### config.mk
export PLATFORM = sky130hd
export DESIGN_NAME = misc_exec
export DESIGN_NICKNAME = d
export VERILOG_FILES = /design/src/rtl/misc_exec_pkg.sv /design/src/rtl/misc_decode.sv /design/src/rtl/misc_extend.sv /design/src/rtl/misc_sp_adjust.sv /design/src/rtl/misc_exec.sv
export SDC_FILE = /design/constraint.sdc
export NUM_CORES = 1
export LEC_CHECK = 0
export ABC_AREA = 0
export BUFFER_PORTS_ARGS = -buffer_cell sky130_fd_sc_hd__buf_2
export CAP_MARGIN = 20
export CELL_PAD_IN_SITES_DETAIL_PLACEMENT = 1
export CELL_PAD_IN_SITES_GLOBAL_PLACEMENT = 1
export CORE_ASPECT_RATIO = 0.8
export CORE_MARGIN = 2
export CORE_UTILIZATION = 38
export DETAILED_ROUTE_END_ITERATION = 7
export GPL_TIMING_DRIVEN = 1
export PLACE_DENSITY_LB_ADDON = 0.15
export SLEW_MARGIN = 20
export SYNTH_ARGS = -nofsm -noshare
export SYNTH_HDL_FRONTEND = slang
export SYNTH_SLANG_ARGS = --single-unit
### constraint.sdc
create_clock -name clk -period 5.09 [get_ports clk]
set_input_delay 1.2725 -clock clk [delete_from_list [all_inputs] [get_ports clk]]
set_output_delay 1.2725 -clock clk [all_outputs]
set_load 0.05 [all_outputs]
### src/rtl/misc_exec_pkg.sv
// Package: encodings and the decoded operation kind shared by the
// miscellaneous instruction executor and its sub-blocks.
// Assumes a byte-wide primary opcode and a 4-bit sub-code.
package misc_exec_pkg;

    typedef enum logic [3:0] {
        K_NOP,
        K_ANDCCR,
        K_ORCCR,
        K_STILM,
        K_ADDSP,
        K_EXTSB,
        K_EXTUB,
        K_EXTSH,
        K_EXTUH,
        K_ILLEGAL
    } op_kind_e;

    localparam logic [7:0] OPC_GRP_E  = 8'h9F;
    localparam logic [7:0] OPC_ANDCCR = 8'h83;
    localparam logic [7:0] OPC_ORCCR  = 8'h93;
    localparam logic [7:0] OPC_STILM  = 8'h87;
    localparam logic [7:0] OPC_ADDSP  = 8'hA3;
    localparam logic [7:0] OPC_EXT    = 8'h97;

    localparam logic [3:0] SUB_NOP   = 4'hA;
    localparam logic [3:0] SUB_EXTSB = 4'h8;
    localparam logic [3:0] SUB_EXTUB = 4'h9;
    localparam logic [3:0] SUB_EXTSH = 4'hA;
    localparam logic [3:0] SUB_EXTUH = 4'hB;

endpackage

### src/rtl/misc_decode.sv
// Module: misc_decode
// Maps opcode and sub-code to an operation kind. Purely combinational.
// Assumes the caller qualifies the result with its own valid signal.
module misc_decode
    import misc_exec_pkg::*;
(
    input  logic [7:0] opcode_i,
    input  logic [3:0] subop_i,
    output op_kind_e   kind_o
);

    // Select the operation kind; every unlisted encoding is illegal.
    always_comb begin
        kind_o = K_ILLEGAL;
        unique case (opcode_i)
            OPC_GRP_E:  if (subop_i == SUB_NOP) kind_o = K_NOP;
            OPC_ANDCCR: kind_o = K_ANDCCR;
            OPC_ORCCR:  kind_o = K_ORCCR;
            OPC_STILM:  kind_o = K_STILM;
            OPC_ADDSP:  kind_o = K_ADDSP;
            OPC_EXT: begin
                unique case (subop_i)
                    SUB_EXTSB: kind_o = K_EXTSB;
                    SUB_EXTUB: kind_o = K_EXTUB;
                    SUB_EXTSH: kind_o = K_EXTSH;
                    SUB_EXTUH: kind_o = K_EXTUH;
                    default:   kind_o = K_ILLEGAL;
                endcase
            end
            default: kind_o = K_ILLEGAL;
        endcase
    end

endmodule

### src/rtl/misc_extend.sv
// Module: misc_extend
// Widens the low byte or low halfword of a register to XLEN bits,
// either sign- or zero-filled. Purely combinational.
// Assumes NARROW_A < NARROW_B < XLEN.
module misc_extend
    import misc_exec_pkg::*;
#(
    parameter int XLEN     = 32,
    parameter int NARROW_A = 8,
    parameter int NARROW_B = 16
) (
    input  op_kind_e          kind_i,
    input  logic [XLEN-1:0]   data_i,
    output logic [XLEN-1:0]   data_o
);

    localparam int NUM_W = 2;

    logic [XLEN-1:0] sx [NUM_W];
    logic [XLEN-1:0] zx [NUM_W];

    // One signed and one unsigned widener per source width.
    for (genvar g = 0; g < NUM_W; g++) begin : g_width
        localparam int W = (g == 0) ? NARROW_A : NARROW_B;
        assign sx[g] = {{(XLEN-W){data_i[W-1]}}, data_i[W-1:0]};
        assign zx[g] = {{(XLEN-W){1'b0}}, data_i[W-1:0]};
    end

    // Pick the widened value requested by the operation kind.
    always_comb begin
        unique case (kind_i)
            K_EXTSB: data_o = sx[0];
            K_EXTUB: data_o = zx[0];
            K_EXTSH: data_o = sx[1];
            K_EXTUH: data_o = zx[1];
            default: data_o = data_i;
        endcase
    end

endmodule

### src/rtl/misc_sp_adjust.sv
// Module: misc_sp_adjust
// Adds a signed immediate, scaled by 2**SHIFT, to the stack pointer.
// Purely combinational; the sum wraps modulo 2**XLEN.
// Assumes IMM_W + SHIFT <= XLEN.
module misc_sp_adjust #(
    parameter int XLEN  = 32,
    parameter int IMM_W = 8,
    parameter int SHIFT = 2
) (
    input  logic [XLEN-1:0]  sp_i,
    input  logic [IMM_W-1:0] imm_i,
    output logic [XLEN-1:0]  sp_o
);

    logic [XLEN-1:0] offset;

    // Sign-extend the immediate, scale it, then add it to the pointer.
    always_comb begin
        offset = {{(XLEN-IMM_W){imm_i[IMM_W-1]}}, imm_i} << SHIFT;
        sp_o   = sp_i + offset;
    end

endmodule

### src/rtl/misc_exec.sv
// Module: misc_exec (top)
// Executes the miscellaneous single-cycle control group. It holds the
// condition-code register and the interrupt level mask, and registers
// the write-back, the stack-pointer write and the illegal flag.
// Assumes the register file applies the writes itself, and that inputs
// are held stable around the rising clock edge.
module misc_exec
    import misc_exec_pkg::*;
#(
    parameter int XLEN    = 32,
    parameter int IMM_W   = 8,
    parameter int CCR_W   = 8,
    parameter int ILM_W   = 5,
    parameter int IDX_W   = 4,
    parameter int SP_SHFT = 2
) (
    input  logic             clk,
    input  logic             rst_n,
    input  logic             valid_i,
    input  logic [7:0]       opcode_i,
    input  logic [3:0]       subop_i,
    input  logic [IMM_W-1:0] imm_i,
    input  logic [IDX_W-1:0] ri_idx_i,
    input  logic [XLEN-1:0]  ri_i,
    input  logic [XLEN-1:0]  sp_i,
    output logic             wb_en_o,
    output logic [IDX_W-1:0] wb_idx_o,
    output logic [XLEN-1:0]  wb_data_o,
    output logic             sp_we_o,
    output logic [XLEN-1:0]  sp_data_o,
    output logic [CCR_W-1:0] ccr_o,
    output logic [ILM_W-1:0] ilm_o,
    output logic             illegal_o
);

    localparam int CCR_IMM_W = (CCR_W < IMM_W) ? CCR_W : IMM_W;

    op_kind_e         kind;
    logic [XLEN-1:0]  ext_data;
    logic [XLEN-1:0]  sp_next;
    logic [CCR_W-1:0] imm_ccr;

    misc_decode u_decode (
        .opcode_i (opcode_i),
        .subop_i  (subop_i),
        .kind_o   (kind)
    );

    misc_extend #(
        .XLEN     (XLEN),
        .NARROW_A (8),
        .NARROW_B (16)
    ) u_extend (
        .kind_i (kind),
        .data_i (ri_i),
        .data_o (ext_data)
    );

    misc_sp_adjust #(
        .XLEN  (XLEN),
        .IMM_W (IMM_W),
        .SHIFT (SP_SHFT)
    ) u_sp (
        .sp_i  (sp_i),
        .imm_i (imm_i),
        .sp_o  (sp_next)
    );

    // Fit the immediate to the CCR width for the logic operations.
    always_comb begin
        imm_ccr = '0;
        imm_ccr[CCR_IMM_W-1:0] = imm_i[CCR_IMM_W-1:0];
    end

    // Architectural state (CCR, mask) and registered results.
    always_ff @(posedge clk) begin
        if (!rst_n) begin
            ccr_o     <= '0;
            ilm_o     <= '0;
            wb_en_o   <= 1'b0;
            wb_idx_o  <= '0;
            wb_data_o <= '0;
            sp_we_o   <= 1'b0;
            sp_data_o <= '0;
            illegal_o <= 1'b0;
        end else begin
            wb_en_o   <= 1'b0;
            sp_we_o   <= 1'b0;
            illegal_o <= 1'b0;
            if (valid_i) begin
                unique case (kind)
                    K_NOP:    ;
                    K_ANDCCR: ccr_o <= ccr_o & imm_ccr;
                    K_ORCCR:  ccr_o <= ccr_o | imm_ccr;
                    K_STILM:  ilm_o <= imm_i[ILM_W-1:0];
                    K_ADDSP: begin
                        sp_we_o   <= 1'b1;
                        sp_data_o <= sp_next;
                    end
                    K_EXTSB, K_EXTUB, K_EXTSH, K_EXTUH: begin
                        wb_en_o   <= 1'b1;
                        wb_idx_o  <= ri_idx_i;
                        wb_data_o <= ext_data;
                    end
                    default: illegal_o <= 1'b1;
                endcase
            end
        end
    end

endmodule

==> results of run 1 <==
-- critical path, cell delays in order --
cell and delay (ps):
buf_2 450, ha_1 400, a21oi_1 410, nand3_1 120, a21oi_1 150, a211oi_1 70
a211oi_1 490, o221ai_1 250, xnor2_1 170, a211oi_1 260
-- registers in the layout (all words and copies together), names as in the netlist --
signal	count
ccr_o	8
illegal_o	1
wb_en_o	1
wb_idx_o	4
sp_we_o	1
sp_data_o	32
ilm_o	5
wb_data_o	32
-- per-stage QoR --
stage,worst slack (ps),hold WS [ps],cells
2_1_floorplan,1818,671.0,555
3_3_place_gp,1110,428.9,847
3_5_place_dp,940.3,433.7,847
4_1_cts,1338,449.4,863
5_1_grt,1150,471.5,863
6_report,1266,445.9,863
-- kinds of logic (layout without fill, tap and decap cells) --
group,count (synthesis),count (layout),synth area share (%)
AND/OR/NAND/NOR,187,187,19.39
AO/OA/AOI/OAI,179,179,24.53
flip-flops,84,84,36.35
buffers and inverters,36,192,3.570
adder cells (fa/ha/maj),30,30,8.277
XOR/XNOR,21,21,3.976
multiplexers,18,18,3.895
-- layout make-up --
class / instances / area (um2) / area share [%]
clock buffer: 9 / 225.2 / 3.866
clock inverter: 7 / 80.08 / 1.375
inverter: 15 / 56.30 / 0.9665
multi-input combinational: 435 / 2779 / 47.70
sequential: 84 / 1682 / 28.87
tap: 152 / 190.2 / 3.265
timing repair buffer: 161 / 813.3 / 13.96
-- how the worst max path moves through the flow --
stage	cells past startpoint	from	end
after floorplan	9	imm_i[3]	sp_data_o[31]
after global placement	10	imm_i[7]	sp_data_o[31]
after detailed placement	10	imm_i[7]	sp_data_o[31]
after CTS	10	imm_i[7]	sp_data_o[31]
after global routing	10	imm_i[7]	sp_data_o[31]
final	10	imm_i[7]	sp_data_o[31]
-- layout by cell type, fill, tap and decap left out, types with 4 or more instances in the layout --
| cell | n |
|---|---|
| a21o_1 | 30 |
| mux2i_1 | 18 |
| nor2_1 | 39 |
| o21ai_0 | 34 |
| or3_1 | 5 |
| and3_1 | 5 |
| nand3_1 | 14 |
| nand2b_1 | 4 |
| nor3_1 | 11 |
| a21oi_1 | 61 |
| o31ai_1 | 4 |
| nor2b_1 | 7 |
| xor2_1 | 9 |
| o21a_1 | 9 |
| o211ai_1 | 4 |
| a211oi_1 | 10 |
| inv_1 | 14 |
| buf_2 | 158 |
| clkbuf_16 | 9 |
| and2_1 | 4 |
| ha_1 | 29 |
| nand2_1 | 76 |
| xnor2_1 | 12 |
| dfxtp_1 | 84 |
-- layer usage --
metal / vias up / wire [um] / track usage (%) / share of wire [%]
met5: - / 0 / 0 / 0
li1: 2294 / - / - / -
met1: 2204 / 6801 / 29.62 / 48
met4: 0 / 206 / 6.593 / 1.4
met3: 19 / 936 / 6.124 / 6.6
met2: 124 / 6330 / 35.79 / 44
-- power groups by stage --
stage,registers (mW),clock network (mW),logic [mW]
floorplan,0.675,0,0.174
global placement,0.673,0,0.254
detailed placement,0.673,0,0.263
CTS,0.657,0.706,0.266
global route,0.657,0.734,0.297
finish,0.658,0.686,0.267
==> impl_metrics.csv, run 1 <==
group,metric,value,unit
status,status,"completed",
cells_and_area,design.final.nets,827,
pwr,clock_power_share,42.6,%
placement,gp_congestion,0.9419,
setup_path,regToRegSetupSlack,4330,ps
synth,synth.net_count,676,
floorplanning,core_area,12030,um2
sta,setup_tns,0,ps
synth,yosysMostFrequentCell,"dfxtp_1",
worst_hold_path,hold_path_depth,1,
setup_path,worstPathArrival,4070,ps
synth,synth_commonest_cells,"dfxtp_1 (84), nand2_1 (76), a21oi_1 (61), nor2_1 (39), o21ai_0 (34)",
global_routing,antenna_found_initial,0,
synth,synthArstFlopShare,0,%
worst_hold_path,hold_path_class,"register to register",
clock_network,cts_tree,"yes",
floorplanning,die_h,102.7,um
global_routing,track_usage,22.29,%
pwr,p_comb_share,16.6,%
sta,slew_viol_final,0,
synth,ys_types,60,
sta,slew_headroom,34.66,%
pwr,p_switching,455.7,uW
sta,fin_crit,3824,ps
floorplanning,rows,36,
setup_path,r2r_end,"sp_data_o[31]",
clock_network,ctsHoldBuffers,0,
sta,min_period_over_period,75.13,%
cells_and_area,drive_gt1_share,26.30,%
clock_network,path_clk_slew,70,ps
cells_and_area,design_area,5826,um2
global_routing,grt_max_degree,37,
cells_and_area,num-fill-cells,1499,
synth,synthTopCellsByArea,"dfxtp_1 (36%), ha_1 (7.8%), a21oi_1 (6.6%)",
floorplanning,die_area,13080,um2
synth,syn_area_per_cell,8.335,um2
clock_network,clock_sinks,84,
drt,drc,0,
drt,drt_pre_antenna_iters,4,
pwr,swShare,28.29,%
setup_path,start_kind,"input port",
global_routing,grt_pass1_vias,4549,
pwr,report.power.total,1.611,mW
setup_path,r2r_start,"sp_data_o[31]",
synth,ys_seq_area_share,36.35,%
drt,drt_wl_total,14.27,mm
floorplanning,fp.dieW,127.4,um
drt,wl_per_cell,16.54,um
clock_network,clock_latency,350,ps
synth,synth_area,4626,um2
sta,grt_setup_unrepaired,"no",
synth,syn_inst,555,
clock_network,post_cts_resized,0,
sta,finalHoldViolCount,0,
cells_and_area,antenna_cells,0,
sta,setup_viol,0,
pwr,powerDensity,276.5,nW/um2
pwr,p_int,1.155,mW
floorplanning,start_util,38.46,%
synth,yosysTopAreaCellShare,36.35,%
global_routing,grt_pass1_wl,23.03,mm
clock_network,root_buffer,"clkbuf_16",
pwr,leakage,2.795,nW
setup_path,worstRegToRegCells,2,
floorplanning,ios,175,
run,cap_violations,0,
clock_network,cts_buffers,9,
setup_path,cp.required,5330,ps
synth,synthFlopType,"dfxtp_1",
drt,via_per_inst,5.378,
placement,place_area,5520,um2
synth,synth-seq-cells,84,
synth,yosysWarnings,0,
sta,skew,0,ps
clock_network,post_cts_buffers,0,
placement,post-dp-hpwl,10.99,mm
setup_path,end_kind,"register",
setup_path,cp_max_fo,25,
worst_hold_path,hold_end,"wb_data_o[22]",
worst_hold_path,min_from,"wb_data_o[22]",
pwr,ir_drop,171.9,uV
pwr,seqPwrFrac,40.8,%
cells_and_area,postLayoutCoreUtil,48.44,%
drt,vias,4641,
global_routing,grt_overflow,0,
cells_and_area,syn_to_final_growth,25.94,%
drt,ant_nets,0,
clock_network,h-tree-depth,3,
synth,yosys.area.top_type,"dfxtp_1",
synth,synth_edf_count,0,
setup_path,crit_type,"input port to register",
clock_network,clk_path_buf_depth,2,
placement,numPortBuffers,158,
sta,fmax,261.5,MHz
drt,drt-initial-drc-count,116,
sta,worstMarginPinSlew,976.4,ps
No activity file was read; power rests on OpenSTA's default activity.
==> run 2: changes to the inputs <==
Settings changed: ABC_AREA 0 to 1, CORE_UTILIZATION 38 to 32.
Clock period 5.09 ns to 3.51 ns, I/O delays scaled along.
==> run 2 against run 1 <==
Compared with the run above: clock skew unchanged; critical endpoint is now sp_data_o[29]; first-iteration DRC count increased by 140%; critical path depth rose by 3; largest cell class unchanged; synthesized cell count grew 44%; worst hold slack improved by 15 ps; die area rose by 36%; largest power group unchanged; clock power rose by 63%; worst setup slack worse by 390 ps; area after synthesis up 16%.
==> impl_metrics.csv, run 2 <==
group,metric,value,unit
status,status,"completed",
drt,ant_nets,0,
floorplanning,ios,175,
setup_path,worstRegToRegCells,3,
sta,min_period_over_period,75.04,%
cells_and_area,antenna_cells,0,
floorplanning,die_area,17760,um2
placement,numPortBuffers,158,
drt,drt_wl_total,17.67,mm
setup_path,slowest_delay,400,ps
synth,ys_seq_area_share,31.46,%
global_routing,grt_max_degree,61,
drt,vias,5664,
drt,wl_met2,7.318,mm
sta,hold_slack,460.6,ps
placement,place_area,6372,um2
setup_path,critPathSlowestCell,"o21ai_0",
sta,setup_tns,0,ps
cells_and_area,num-fill-cells,2205,
global_routing,grt_overflow,0,
drt,met3WireLength,772,um
pwr,report.power.total,2.522,mW
synth,yosys.area.top_type,"dfxtp_1",
cells_and_area,postLayoutCoreUtil,40.80,%
setup_path,crit_chain,"buf_2 -> ha_1 -> nand2_1 -> o21ai_0 -> nand2_1 -> nand2_1 -> nand2_1 -> nand2_1 -> nand2_1 -> nand3_1 -> nand2_1 -> nor2_1 -> nor2_1",
clock_network,ctsHoldBuffers,0,
worst_hold_path,min_from,"wb_data_o[20]",
setup_path,r2r_end,"ccr_o[7]",
floorplanning,fp.dieW,148.5,um
floorplanning,core_area,16450,um2
drt,via_per_inst,4.800,
synth,syn_area_per_cell,6.673,um2
sta,fin_crit,2634,ps
drt,wl_per_cell,14.97,um
synth,synthArstFlopShare,0,%
worst_hold_path,hold_end,"wb_data_o[20]",
cells_and_area,design.final.nets,1076,
setup_path,cp_top_family,"simple AND/OR/NAND/NOR gates",
drt,top_layer_used,"met4",
global_routing,track_usage,20.43,%
clock_network,post_cts_buffers,0,
sta,fmax,379.7,MHz
sta,finalHoldViolCount,0,
setup_path,cp.required,3750,ps
setup_path,path_depth,13,
synth,synth.net_count,922,
synth,yosysTopAreaCellShare,31.46,%
setup_path,worstPathArrival,2880,ps
clock_network,clock_sinks,84,
setup_path,cp_common_cell,"nand2_1",
floorplanning,start_util,32.50,%
synth,synth_edf_count,0,
sta,skew,0,ps
drt,drt_pre_antenna_iters,4,
synth,yosysWarnings,0,
clock_network,root_buffer,"clkbuf_16",
synth,ys_types,38,
clock_network,clk_path_buf_depth,2,
setup_path,cp_max_fo,5,
clock_network,cts_tree,"yes",
placement,gp_congestion,0.8246,
setup_path,crit_type,"input port to register",
synth,syn_inst,801,
pwr,powerDensity,375.7,nW/um2
sta,slew_headroom,45.67,%
synth,synth-seq-cells,84,
setup_path,start_kind,"input port",
sta,slew_viol_final,0,
cells_and_area,syn_to_final_growth,25.56,%
clock_network,post_cts_resized,0,
setup_path,startpoint,"imm_i[2]",
sta,setup_ws,876.2,ps
clock_network,clock_latency,350,ps
drt,drc,0,
cells_and_area,design_area,6711,um2
cells_and_area,drive_gt1_share,23.13,%
synth,synth_area,5345,um2
floorplanning,rows,42,
floorplanning,die_h,119.6,um
cells_and_area,final_common_cell,"nand2_1",
global_routing,antenna_found_initial,0,
global_routing,grt_pass1_wl,29.04,mm
clock_network,path_clk_slew,70,ps
placement,dp.cells,1164,
synth,yosysMostFrequentCell,"nand2_1",
sta,grt_setup_unrepaired,"no",
setup_path,end_kind,"register",
cells_and_area,final_cell_mix,"nand2_1 (218), buf_2 (158), nor2_1 (85), dfxtp_1 (84), inv_1 (78)",
run,cap_violations,0,
global_routing,grt_pass1_vias,5643,
setup_path,path_buf_inv,1,
worst_hold_path,hold_path_depth,2,
drt,wl_met1,9.428,mm
cells_and_area,finalNonFillerCells,1180,
cells_and_area,top_regs,"sp_data_o: 32 flops, wb_data_o: 32 flops, ccr_o: 8 flops",
clock_network,h-tree-depth,3,
clock_network,cts_buffers,9,
pwr,leakage,3.376,nW
drt,drt-initial-drc-count,274,
sta,setup_viol,0,
worst_hold_path,hold_path_class,"register to register",
synth,synthTopCellsByArea,"dfxtp_1 (31%), nand2_1 (15%), ha_1 (6.8%)",
placement,post-dp-hpwl,13.50,mm
pwr,ir_drop,210.7,uV
setup_path,regToRegSetupSlack,2580,ps
sta,worstMarginPinSlew,810.0,ps
synth,synth_commonest_cells,"nand2_1 (218), nor2_1 (86), dfxtp_1 (84), inv_1 (78), a21oi_1 (71)",
synth,synthFlopType,"dfxtp_1",
setup_path,r2r_start,"ccr_o[7]",
placement,dp_slack,548.9,ps
==> run 2: cell count changes in the layout (fill, tap and decap cells not counted), sizes merged, moves of 10 or more <==
cell	before	now
a21oi	63	82
inv	18	88
a21o	30	3
nand3	15	63
nand2	78	228
nand4	3	15
nor2	40	93
mux2i	18	0
a211oi	10	0
==> run 2: where the power goes <==
part / internal [mW] / switching [mW] / leakage, nW / total (mW)
combinational: 0.159 / 0.287 / 2.53 / 0.446
sequential: 0.954 / 0.000778 / 0.677 / 0.955
clock: 0.660 / 0.461 / 0.168 / 1.12
==> run 2: kinds of logic after synthesis <==
| logic type | after synthesis | synth area share [%] |
|---|---|---|
| adders and majority gates | 38 | 8.661 |
| xor gates and xnor gates | 12 | 1.966 |
| buffers and inverters | 108 | 8.193 |
| DFF | 84 | 31.46 |
| AOI/OAI and AO/OA | 149 | 16.55 |
| and+or+nand+nor | 410 | 33.17 |
==> run 2: worst register-to-register path, cell delays in order, from the launching register on <==
cell	delay [ps]
dfxtp_1	330
maj3_1	340
nand2_1	60
a21oi_1	60
==> run 2: worst max-delay path by stage <==
| stage | endpoint | slack, ps |
|---|---|---|
| floorplan | sp_data_o[30] | 1080 |
| detailed placement | sp_data_o[22] | 550 |
| global route | sp_data_o[29] | 610 |
| global placement | sp_data_o[22] | 550 |
| finish | sp_data_o[29] | 880 |
| CTS | sp_data_o[29] | 900 |
==> run 2: final cells by class <==
| cell class | instances | area [um2] | area share, % |
|---|---|---|---|
| multi-input combinational | 609 | 3233 | 48.17 |
| sequential | 84 | 1682 | 25.06 |
| timing repair buffer | 166 | 863.3 | 12.86 |
| inverter | 85 | 319.1 | 4.754 |
| tap | 220 | 275.3 | 4.101 |
| clock buffer | 10 | 239.0 | 3.561 |
| clock inverter | 6 | 100.1 | 1.491 |
==> run 2: per-layer routing <==
metal / GRT usage (%) / vias to the layer above
met5: 0 / -
met4: 4.583 / 0
met3: 4.068 / 11
met2: 30.67 / 110
met1: 30.09 / 2606
li1: - / 2937
